`src/rtl/can_bor_pkg.sv`:
```
package can_bor_pkg;

  // Control byte, bit 7 down to bit 0
  typedef struct packed {
    logic test_en;
    logic cfg_en;
    logic retx_off;
    logic rsvd4;
    logic err_ie;
    logic stat_ie;
    logic irq_en;
    logic init;
  } ctrl_t;

  typedef enum logic [1:0] {
    SEQ_IDLE  = 2'd0,
    SEQ_HOLD  = 2'd1,
    SEQ_COUNT = 2'd2
  } seq_state_t;

  localparam logic [7:0] CTRL_RST   = 8'h01;
  localparam logic [7:0] CTRL_WMASK = 8'hEF;

endpackage

```
`src/rtl/can_bor_ctrl_reg.sv`:
```
module can_bor_ctrl_reg
  import can_bor_pkg::*;
#(
  parameter int CPU_W = 32,
  parameter int BT_W = 16,
  parameter logic [BT_W-1:0] BT_RST = 16'h2301
) (
  input  logic             clk,
  input  logic             rst_n,
  input  logic             cpu_wr,
  input  logic [CPU_W-1:0] cpu_wdata,
  input  logic             force_init,
  input  logic             bt_wr,
  input  logic [BT_W-1:0]  bt_wdata,
  output ctrl_t            ctrl,
  output logic [BT_W-1:0]  bt_q
);

  logic unused_hi;
  assign unused_hi = ^cpu_wdata[CPU_W-1:8];

  logic bt_open;
  assign bt_open = ctrl.init && ctrl.cfg_en;

  always_ff @(posedge clk) begin
    if (!rst_n) begin
      ctrl <= ctrl_t'(CTRL_RST);
    end else begin
      if (cpu_wr) ctrl <= ctrl_t'(cpu_wdata[7:0] & CTRL_WMASK);
      // bus-off entry wins over a software write in the same cycle
      if (force_init) ctrl.init <= 1'b1;
    end
  end

  always_ff @(posedge clk) begin
    if (!rst_n) bt_q <= BT_RST;
    else if (bt_wr && bt_open) bt_q <= bt_wdata;
  end

  a_r10_bt_locked: assert property (@(posedge clk) disable iff (!rst_n)
    !(ctrl.init && ctrl.cfg_en) |=> $stable(bt_q));

  a_r3_force_wins: assert property (@(posedge clk) disable iff (!rst_n)
    force_init |=> ctrl.init);

endmodule

```
`src/rtl/can_bor_idle_det.sv`:
```
module can_bor_idle_det #(
  parameter int RUN_LEN = 11
) (
  input  logic clk,
  input  logic rst_n,
  input  logic enable,
  input  logic smp_strb,
  input  logic rx_bit,
  output logic idle_evt
);

  localparam int RUN_W = $clog2(RUN_LEN + 1);
  localparam logic [RUN_W-1:0] LAST = RUN_W'(RUN_LEN - 1);

  logic [RUN_W-1:0] run;

  always_ff @(posedge clk) begin
    if (!rst_n || !enable) begin
      run <= '0;
    end else if (smp_strb) begin
      if (!rx_bit || run == LAST) run <= '0;
      else run <= run + 1'b1;
    end
  end

  assign idle_evt = enable && smp_strb && rx_bit && (run == LAST);

  a_r4_run_bound: assert property (@(posedge clk) disable iff (!rst_n)
    run <= LAST);

  a_r4_dominant_breaks: assert property (@(posedge clk) disable iff (!rst_n)
    (enable && smp_strb && !rx_bit) |-> !idle_evt);

endmodule

```
`src/rtl/can_bor_seq.sv`:
```
module can_bor_seq
  import can_bor_pkg::*;
#(
  parameter int EVENTS = 129
) (
  input  logic clk,
  input  logic rst_n,
  input  logic busoff,
  input  logic init,
  input  logic idle_evt,
  output logic force_init,
  output logic count_en,
  output logic recov_active,
  output logic cnt_clr
);

  localparam int EV_W = $clog2(EVENTS + 1);
  localparam logic [EV_W-1:0] EV_LAST = EV_W'(EVENTS - 1);

  seq_state_t       state;
  logic [EV_W-1:0]  evcnt;
  logic             busoff_q;
  logic             entry;

  assign entry      = busoff && !busoff_q;
  assign force_init = entry;

  always_ff @(posedge clk) begin
    if (!rst_n) begin
      state    <= SEQ_IDLE;
      evcnt    <= '0;
      busoff_q <= 1'b0;
      cnt_clr  <= 1'b0;
    end else begin
      busoff_q <= busoff;
      cnt_clr  <= 1'b0;
      if (entry) begin
        state <= SEQ_HOLD;
        evcnt <= '0;
      end else begin
        unique case (state)
          SEQ_HOLD:  if (!init) state <= SEQ_COUNT;
          SEQ_COUNT: if (idle_evt) begin
            if (evcnt == EV_LAST) begin
              state   <= SEQ_IDLE;
              evcnt   <= '0;
              cnt_clr <= 1'b1;
            end else begin
              evcnt <= evcnt + 1'b1;
            end
          end
          default: state <= SEQ_IDLE;
        endcase
      end
    end
  end

  assign count_en     = (state == SEQ_COUNT);
  assign recov_active = (state != SEQ_IDLE);

  a_r5_clr_single: assert property (@(posedge clk) disable iff (!rst_n)
    cnt_clr |=> !cnt_clr);

  a_r6_hold_while_init: assert property (@(posedge clk) disable iff (!rst_n)
    (state == SEQ_HOLD && init) |=> state == SEQ_HOLD);

  a_r6_count_kept: assert property (@(posedge clk) disable iff (!rst_n)
    (state == SEQ_COUNT && !idle_evt && !entry) |=> $stable(evcnt) && state == SEQ_COUNT);

endmodule

```
`src/rtl/can_bor_irq.sv`:
```
module can_bor_irq (
  input  logic clk,
  input  logic rst_n,
  input  logic irq_en,
  input  logic stat_ie,
  input  logic err_ie,
  input  logic tx_ok,
  input  logic bus_err,
  input  logic stat_clr,
  input  logic err_clr,
  input  logic busoff,
  input  logic ewarn,
  output logic irq_n,
  output logic stat_pend,
  output logic err_pend
);

  logic busoff_p, ewarn_p;
  logic stat_set, err_set;

  assign stat_set = stat_ie && (tx_ok || bus_err);
  assign err_set  = err_ie && ((busoff ^ busoff_p) || (ewarn ^ ewarn_p));

  always_ff @(posedge clk) begin
    if (!rst_n) begin
      busoff_p  <= 1'b0;
      ewarn_p   <= 1'b0;
      stat_pend <= 1'b0;
      err_pend  <= 1'b0;
    end else begin
      busoff_p <= busoff;
      ewarn_p  <= ewarn;
      if (stat_set)      stat_pend <= 1'b1;
      else if (stat_clr) stat_pend <= 1'b0;
      if (err_set)       err_pend  <= 1'b1;
      else if (err_clr)  err_pend  <= 1'b0;
    end
  end

  assign irq_n = !(irq_en && (stat_pend || err_pend));

  a_r8_stat_gated: assert property (@(posedge clk) disable iff (!rst_n)
    (!stat_ie && !stat_pend) |=> !stat_pend);

  a_r9_err_gated: assert property (@(posedge clk) disable iff (!rst_n)
    (!err_ie && !err_pend) |=> !err_pend);

endmodule

```
`src/rtl/can_busoff_ctrl.sv`:
```
module can_busoff_ctrl
  import can_bor_pkg::*;
#(
  parameter int CPU_W = 32,
  parameter int BT_W = 16,
  parameter logic [BT_W-1:0] BT_RST = 16'h2301,
  parameter int RUN_LEN = 11,
  parameter int EVENTS = 129
) (
  input  logic             clk,
  input  logic             rst_n,
  input  logic             cpu_ctrl_wr,
  input  logic [CPU_W-1:0] cpu_ctrl_wdata,
  output logic [CPU_W-1:0] ctrl_word,
  input  logic             cpu_bt_wr,
  input  logic [BT_W-1:0]  cpu_bt_wdata,
  output logic [BT_W-1:0]  bit_timing,
  input  logic             eng_busoff,
  input  logic             eng_ewarn,
  input  logic             eng_tx_ok,
  input  logic             eng_bus_err,
  input  logic             smp_strb,
  input  logic             rx_bit,
  input  logic             stat_irq_clr,
  input  logic             err_irq_clr,
  output logic             irq_n,
  output logic             stat_pend,
  output logic             err_pend,
  output logic             bus_enable,
  output logic             recov_active,
  output logic             err_cnt_clr,
  output logic             retx_disable,
  output logic             test_mode
);

  ctrl_t ctrl;
  logic  force_init, count_en, idle_evt;

  can_bor_ctrl_reg #(.CPU_W(CPU_W), .BT_W(BT_W), .BT_RST(BT_RST)) u_reg (
    .clk(clk), .rst_n(rst_n), .cpu_wr(cpu_ctrl_wr), .cpu_wdata(cpu_ctrl_wdata),
    .force_init(force_init), .bt_wr(cpu_bt_wr), .bt_wdata(cpu_bt_wdata),
    .ctrl(ctrl), .bt_q(bit_timing)
  );

  can_bor_idle_det #(.RUN_LEN(RUN_LEN)) u_idle (
    .clk(clk), .rst_n(rst_n), .enable(count_en), .smp_strb(smp_strb),
    .rx_bit(rx_bit), .idle_evt(idle_evt)
  );

  can_bor_seq #(.EVENTS(EVENTS)) u_seq (
    .clk(clk), .rst_n(rst_n), .busoff(eng_busoff), .init(ctrl.init),
    .idle_evt(idle_evt), .force_init(force_init), .count_en(count_en),
    .recov_active(recov_active), .cnt_clr(err_cnt_clr)
  );

  can_bor_irq u_irq (
    .clk(clk), .rst_n(rst_n), .irq_en(ctrl.irq_en), .stat_ie(ctrl.stat_ie),
    .err_ie(ctrl.err_ie), .tx_ok(eng_tx_ok), .bus_err(eng_bus_err),
    .stat_clr(stat_irq_clr), .err_clr(err_irq_clr), .busoff(eng_busoff),
    .ewarn(eng_ewarn), .irq_n(irq_n), .stat_pend(stat_pend), .err_pend(err_pend)
  );

  assign ctrl_word    = {{(CPU_W-8){1'b0}}, ctrl};
  assign bus_enable   = !ctrl.init && !recov_active;
  assign retx_disable = ctrl.retx_off;
  assign test_mode    = ctrl.test_en;

  a_r3_busoff_sets_init: assert property (@(posedge clk) disable iff (!rst_n)
    $rose(eng_busoff) |=> ctrl_word[0] && recov_active);

  a_r7_irq_masked: assert property (@(posedge clk) disable iff (!rst_n)
    !ctrl_word[1] |-> irq_n);

  a_r5_clr_ends_recovery: assert property (@(posedge clk) disable iff (!rst_n)
    err_cnt_clr |-> !recov_active);

endmodule

```
`config.mk`:
```
export PLATFORM = sky130hd
export DESIGN_NAME = can_busoff_ctrl
export DESIGN_NICKNAME = d
export VERILOG_FILES = /design/src/rtl/can_bor_pkg.sv /design/src/rtl/can_bor_ctrl_reg.sv /design/src/rtl/can_bor_idle_det.sv /design/src/rtl/can_bor_seq.sv /design/src/rtl/can_bor_irq.sv /design/src/rtl/can_busoff_ctrl.sv
export SDC_FILE = /design/constraint.sdc
export NUM_CORES = 1
export LEC_CHECK = 0
export ABC_AREA = 1
export ABC_CLOCK_PERIOD_IN_PS = 1500
export CAP_MARGIN = 5
export CORE_UTILIZATION = 55
export CTS_BUF_LIST = sky130_fd_sc_hd__clkbuf_16
export DETAILED_ROUTE_END_ITERATION = 8
export DONT_BUFFER_PORTS = 1
export GPL_TIMING_DRIVEN = 0
export PLACE_DENSITY = 0.7
export SETUP_SLACK_MARGIN = 0.1
export SLEW_MARGIN = 20
export SYNTH_ARGS = -nofsm -noshare
export SYNTH_HDL_FRONTEND = slang
export SYNTH_SLANG_ARGS = --single-unit
```
`constraint.sdc`:
```
create_clock -name clk -period 1.5 [get_ports clk]
set_input_delay 0.225 -clock clk [delete_from_list [all_inputs] [get_ports clk]]
set_output_delay 0.225 -clock clk [all_outputs]
set_load 0.02 [all_outputs]
```
==> out/summary.md, run 1 <==
The run finished with clean final reports. Counting the fill cells in the layout gives 313. Max-cap violations in this run came to 0. Of all nets on the critical path, the largest fanout is 4. TritonCTS built the clock tree. The post-CTS setup-driven buffer insertion count is 0. For the post-DP HPWL, the log shows 2.851 mm. The run gives 0 as the number of max-slew violations in the final report.

After clock tree synthesis, the flow added hold-fix buffers numbering 0. The average wire length per cell after detail routing was 10.09 um. The clock passes through at most 2 buffers. In the final design database the tool counted 379 nets.

Clock latency on the worst-skew pair, taken at its later pin, is 280 ps. The run gives 0 as the number of antenna violations at the first check in global routing. For the post-synthesis instance total, the log shows 283.

VDD sags by at most 0.8507 mV. The run gives 2417 um2 as the total non-filler cell area in the finished layout. In the post-synthesis netlist, the biggest area contributors are dfxtp_1, nand2_1, buf_4. Area of the core: 3661 um2. The highest achievable clock rate was 752.5 MHz; the fraction of final layout cells sized beyond drive strength 1 was 21.27%. The proportion of synthesized flip-flops having asynchronous set or reset was 0%.

Among all flip-flop cells after synthesis, the most frequent one is dfxtp_1. Depth of the CTS H-tree: 2. The synthesized area came out at 2107 um2. At the end of routability-driven placement, the weighted congestion stood at 0.7628. The number of global-route vias before repair is 1588. For this run, the detailed router's first-pass iteration total came to 4.

In the routed design, unresolved DRC markers number 0. The DRC violation total after the first TritonRoute iteration is 34. The clock net in this run drives a total of 42 sinks. Counting flops with a built-in enable in the synthesized netlist gives 0. Standard cell with the maximum stage delay on the critical path: dfxtp_1. The library cell used most frequently in the layout, excluding fill and tap cells, is nand2_1.

The routed length on met2 is 1.726 mm. The data arrival at the endpoint of the critical path was 1100 ps. The repair_antennas step left the layout with diodes totalling 0.

The tools report the count of pins on the block boundary as 116. The clock transition at the registers of the reported paths works out to 60 ps. Class of the tightest hold or removal check: in2reg. The buffer type at the clock tree root is clkbuf_16. The number of buffers added on ports was 0; the final setup violation count was 0. For this run, the number of standard cells in the final layout without fillers is 363. STA puts the critical path data required time at 1270 ps. Relative to the synthesized area, the layout overhead comes to 14.73%.

In this run, placement finished with an instance count of 355. The first global-routing pass estimated 6.617 mm of wire. For this design the static power due to leakage is 1.137 nW. For this block, wires on met1 add up to 1.603 mm.

The standard-cell row count is 22. Critical path start-end classification: reg2out. Leaving out fill and tap cells, the most frequent cells in the layout are nand2_1, dfxtp_1, buf_4. The worst setup path is launched from a flop.

Walking the worst path, the cells encountered are inv_2 > nand2_1 > nor2_4. The category of the worst setup path capture point is an output pin. The total power divided by cell area is 1047 nW/um2, and the maximum clock skew at final layout is 3.012 ps. The die extent in y is 63.90 um, and the delay of the slowest cell on the worst path is 360 ps.

The logs give 2257 um2 for the post-detailed-placement cell area and 15 for the pin count of the biggest net entering global routing. The worst path uses 88.60% of the clock period. The post-detailed-route count of antenna-violating nets is 0, and the final count of hold timing violations is 0. For this run, the total global-route usage over all layers was measured as 20.48%.

Yosys mapped the design onto 31 distinct sky130hd cell types. Largest area contributor in the netlist: dfxtp_1. Setup repair after global routing could not meet its margin everywhere. For this run the aggregate overflow at the end of global routing stands at 0. Yosys printed 0 warnings. The run gives 1635 as the vias after detailed routing.

The run gives 66.03% as the final cell utilization of the core. For this run, the register share of the synthesized area comes to 39.90%. After detailed routing, the number of vias per cell comes to 4.504. On the final layout, the worst hold slack is 41.71 ps.

The die covers 4083 um2. For the total wirelength of the detailed-routed design, the log shows 3.663 mm. The highest routing layer actually used is met4. In the final timing run, aggregate negative setup slack is 0 ps.

Once the floorplan was initialized, standard cells occupied 57.55% of the core. The number of buffers created by CTS is 5, and the total met3 wirelength after detailed routing is 281 um. The floorplan step set the die width to 63.90 um. Averaged over all synthesized cells, the footprint is 7.445 um2. The register bit count reported by yosys works out to 42. The share of synthesized area in the top cell type comes to 39.90%. After layout, the minimum clock period comes to 1329 ps.
-- cell type report --
type | count | area (um2) | area share, %
well taps | 48 | 60.06 | 2.484
clock inverters | 3 | 21.27 | 0.8799
inverters | 29 | 110.1 | 4.555
flip-flops and latches | 42 | 842.1 | 34.83
multi-input cells | 201 | 1001 | 41.41
clock buffers | 5 | 125.1 | 5.176
plain buffers | 35 | 257.7 | 10.66
-- power by group --
| group | leakage [nW] | switching [mW] | internal (mW) | total (mW) |
|---|---|---|---|---|
| Sequential | 0.343 | 0.0613 | 1.15 | 1.22 |
| Clock | 0.0698 | 0.442 | 0.616 | 1.06 |
| Combinational | 0.724 | 0.158 | 0.0987 | 0.257 |
-- final timing paths --
| check | start | end | slack [ps] | depth (start not counted) |
|---|---|---|---|---|
| worst max register to register | u_idle.run[0] | u_seq.evcnt[0] | 190 | 7 |
| worst max-delay path | u_seq.state[0] | bus_enable | 170 | 3 |
| worst min-delay path | eng_busoff | u_seq.busoff_q | 40 | 2 |
| worst min register to register | u_seq.evcnt[5] | u_seq.evcnt[5] | 500 | 2 |
-- stage by stage --
step                      worst slack [ps]  power (mW)
after floorplan                      280.6       1.466
after global placement               188.0       1.492
after detailed placement             183.7       1.495
after CTS                            121.7       2.550
after global routing                 80.16       2.641
final                                171.0       2.531
-- cells in the mapped netlist (2+ instances only) --
cell type and n:
dfxtp_1 42, nand2_4 2, nand2_1 76, buf_4 31, o21ai_0 9, inv_2 4, nand3_1 13, ha_1 5
buf_2 2, a21oi_1 19, xor2_1 4, nand3_2 3, nor2_2 6, nor2_1 26, nand2_2 2, inv_1 24
-- routing by layer --
| layer | GRT usage [%] | vias to the layer above |
|---|---|---|
| met5 | 0 | - |
| met4 | 9.091 | 0 |
| met3 | 7.679 | 7 |
| met2 | 34.44 | 52 |
| met1 | 22.86 | 686 |
| li1 | - | 890 |
-- kinds of logic (layout without fill, tap and decap cells) --
| kind of cell | after synthesis | in the layout | synth area share, % |
|---|---|---|---|
| AO/OA/AOI/OAI | 33 | 33 | 8.432 |
| AND/OR/NAND/NOR | 134 | 134 | 29.39 |
| other | 1 | 25 | 0.1780 |
| flip-flops | 42 | 42 | 39.91 |
| adder cells (fa/ha/maj) | 5 | 5 | 2.969 |
| buffers and inverters | 64 | 72 | 17.46 |
| XOR/XNOR | 4 | 4 | 1.663 |
-- sequential cells by signal (all words and copies together) (netlist names) --
name and cells:
u_idle.run 4, u_irq.err_pend 1, u_irq.ewarn_p 1, u_irq.stat_pend 1
u_reg.bt_q 16, u_reg.ctrl 7, u_seq.busoff_q 1, u_seq.cnt_clr 1
u_seq.evcnt 8, u_seq.state 2
-- worst max-delay path: cells and delay by family, from the launching register on --
kind	cells	cell delay [ps]
DFF	1	360
buffers and inverters	1	70
and+or+nand+nor	2	400
-- what timing repair did --
action / in CTS / in global routing
setup endpoints to repair: 2 / 6
gates resized for setup: 2 / 3
endpoints found under the hold margin: 0 / 0
(Power assumes the default switching activity.)
==> inputs of run 2 (changes only) <==
--- a/config.mk
+++ b/config.mk
@@ -6,7 +6,7 @@
 export NUM_CORES = 1
 export LEC_CHECK = 0
 export ABC_AREA = 1
-export ABC_CLOCK_PERIOD_IN_PS = 1500
+export ABC_CLOCK_PERIOD_IN_PS = 1650
 export CAP_MARGIN = 5
 export CORE_UTILIZATION = 55
 export CTS_BUF_LIST = sky130_fd_sc_hd__clkbuf_16
==> constraint.sdc (replaced) <==
create_clock -name clk -period 1.65 [get_ports clk]
set_input_delay 0.2475 -clock clk [delete_from_list [all_inputs] [get_ports clk]]
set_output_delay 0.2475 -clock clk [all_outputs]
set_load 0.02 [all_outputs]
==> run 2 against run 1 <==
Sequential cell count unchanged. Combinational power down 9.7%. Clock skew about the same. Die area unchanged. Sequential power down 9.8%. Via count down 0.37%. Largest cell class unchanged. Clock power down 9%. Worst hold slack better by 23 ps. Sequential share of layout area up 0.15 points. Routed wire length down 0.11%.
==> out/summary.md, run 2 (same netlist as run 1, synthesis figures left out) <==
The floorplan step defined a die boundary enclosing 4083 um2. Hold buffer count at CTS: 0. The net count of the finished layout is 379. Of the total power, combinational logic draws 10.1%.

Measured along the y axis, the die boundary spans 63.90 um. The via density per instance came out at 4.488. The final count of hold timing violations was 0; the share of the cycle needed by the critical path after routing was 88.86%. The largest registers in the layout are u_reg.bt_q x16, u_seq.evcnt x8, u_reg.ctrl x7.

STA classifies the critical path startpoint as a flop. VDD sags by at most 0.7710 mV. Setup repair after global routing left no endpoint under its margin.

Along the worst path, the maximum fanout reaches 4. The critical path start-end classification is reg2out. TritonCTS built the clock tree.

The overall global routing resource usage was 20.48%; the number of buffers added on ports was 0. For the post-CTS setup-driven buffer insertion count, the log shows 0. Derived from the worst setup path, the maximum achievable clock frequency is 682.1 MHz.

The number of antenna violations at the first check in global routing came out at 0. The min-delay analysis places its worst path in the category in2reg. Signed area change from the synthesized netlist to the final layout: 14.07%. The number of global-route vias before repair is 1588. Once detailed placement completed, the half-perimeter wirelength came to 2.851 mm. Number of flip-flops under the largest register name: 16. The first TritonRoute pass finished after 4 iterations. The first global-routing pass estimated 6.617 mm of wire. The first routing iteration left 36 violations. The tools report the insertion delay of the later-clocked pin in the worst-skew pair as 280 ps. Gates resized during post-CTS repair numbered 0. Post-detailed-placement cell area: 2257 um2.

Sequential cells account for 48.1% of the total power. Leaving out fill and tap cells, the most frequent cells in the layout are nand2_1, dfxtp_1, buf_4. After routing the design area is 2404 um2. The shortest period the worst path allows is 1466 ps.

After detailed routing, the number of remaining DRC violations is 0. The logs give 281 um for the total met3 wirelength after detailed routing and 22 for the standard-cell row count. Final cell utilization of the core: 65.65%. The internal power component was 1.698 mW.

The clock network burns 41.9% of the power. The fraction of final layout cells sized beyond drive strength 1 was 20.63%. Max-cap violations in this run came to 0. The clock passes through at most 2 buffers.

After detailed routing, the total wire length is 3.659 mm. The global placement routability congestion was 0.7628. The maximum clock skew at final layout is 2.892 ps, and the post-detailed-route count of antenna-violating nets is 0. In this run the top signal layer used is met4.

The run gives 42 as the clock sink count. In this run the standard cell core region covers 3661 um2. The run gives 0 as the antenna cell count.

Measured against its own limit, the worst slew margin works out to 57.86%. Summed over all nets, the switching power comes to 0.5997 mW. The vias after detailed routing is 1629, and the worst-margin pin slew is 625.5 ps.

Clock tree synthesis selected as its root buffer the cell clkbuf_16. Clock transition at the registers of the reported paths: 60 ps. Entering global routing, the biggest net connects 15 pins. For this design the static power due to leakage is 1.136 nW.

The count of pins on the block boundary is 116. The tools report the final setup violation count as 0. The endpoint required time on the critical path came out at 1400 ps. Counting flops per register, the top entry is u_reg.bt_q. The category of the worst setup path capture point is an output pin. The run gives 2 as the depth of the CTS H-tree. The library cell used most frequently in the layout, excluding fill and tap cells, is nand2_1. The number of buffers created by CTS was 5; the detailed-route wire length on metal 1 was 1.606 mm. The switching part of the total power is 26.10%, and the number of max-slew violations in the final report is 0.

Summed over all failing endpoints, the final setup total negative slack is 0 ps. The horizontal extent of the die was 63.90 um; the routed length on met2 was 1.721 mm. After detailed routing, the average wire length per cell comes to 10.08 um.

The total power divided by cell area was 956.0 nW/um2; the effective utilization at floorplan was 57.55%. Data arrives at the worst endpoint at 1220 ps. Total global routing overflow: 0. The run finished with clean final reports.
## run 2: area by class of cell
type / count / area [um2]
clock inverters: 3 / 21.27
well taps: 48 / 60.06
fillers: 316 / 1257
inverters: 29 / 110.1
flip-flops and latches: 42 / 840.8
plain buffers: 35 / 257.7
clock buffers: 5 / 125.1
multi-input cells: 201 / 988.4
## run 2: worst max-delay path, stage by stage (launching register included)
cell and delay, ps:
dfxtp_1 360, inv_2 70, nand2_1 160, nor2_1 350
## run 2: metal layers
layer,vias to the layer above,global-route usage [%]
met5,-,0
met4,0,9.091
met3,7,7.679
met2,52,34.44
met1,680,22.86
li1,890,-
## run 2: worst paths after layout
path             startpoint        endpoint  slack (ps)  depth (start not counted)
max reg2reg   u_idle.run[0]  u_seq.evcnt[7]         330                          9
min reg2reg  u_seq.evcnt[5]  u_seq.evcnt[5]         500                          2
min              eng_busoff  u_seq.busoff_q          60                          2
max          u_seq.state[0]      bus_enable         180                          3
## run 2: power groups by stage
stage | sequential (mW) | combinational (mW) | clock (mW)
floorplan | 1.12 | 0.212 | 0
detailed placement | 1.13 | 0.232 | 0
global placement | 1.13 | 0.229 | 0
CTS | 1.10 | 0.232 | 0.980
global route | 1.11 | 0.256 | 1.03
finish | 1.10 | 0.232 | 0.962
## run 2: through the flow
stage,cells,hold WS [ps],power [mW],setup WS (ps)
after floorplan,307,345.1,1.333,430.6
after global placement,355,346.9,1.356,338.0
after detailed placement,355,350.4,1.359,333.7
after CTS,363,58.08,2.317,166.1
after global routing,363,65.26,2.398,121.4
final,363,64.22,2.298,183.9
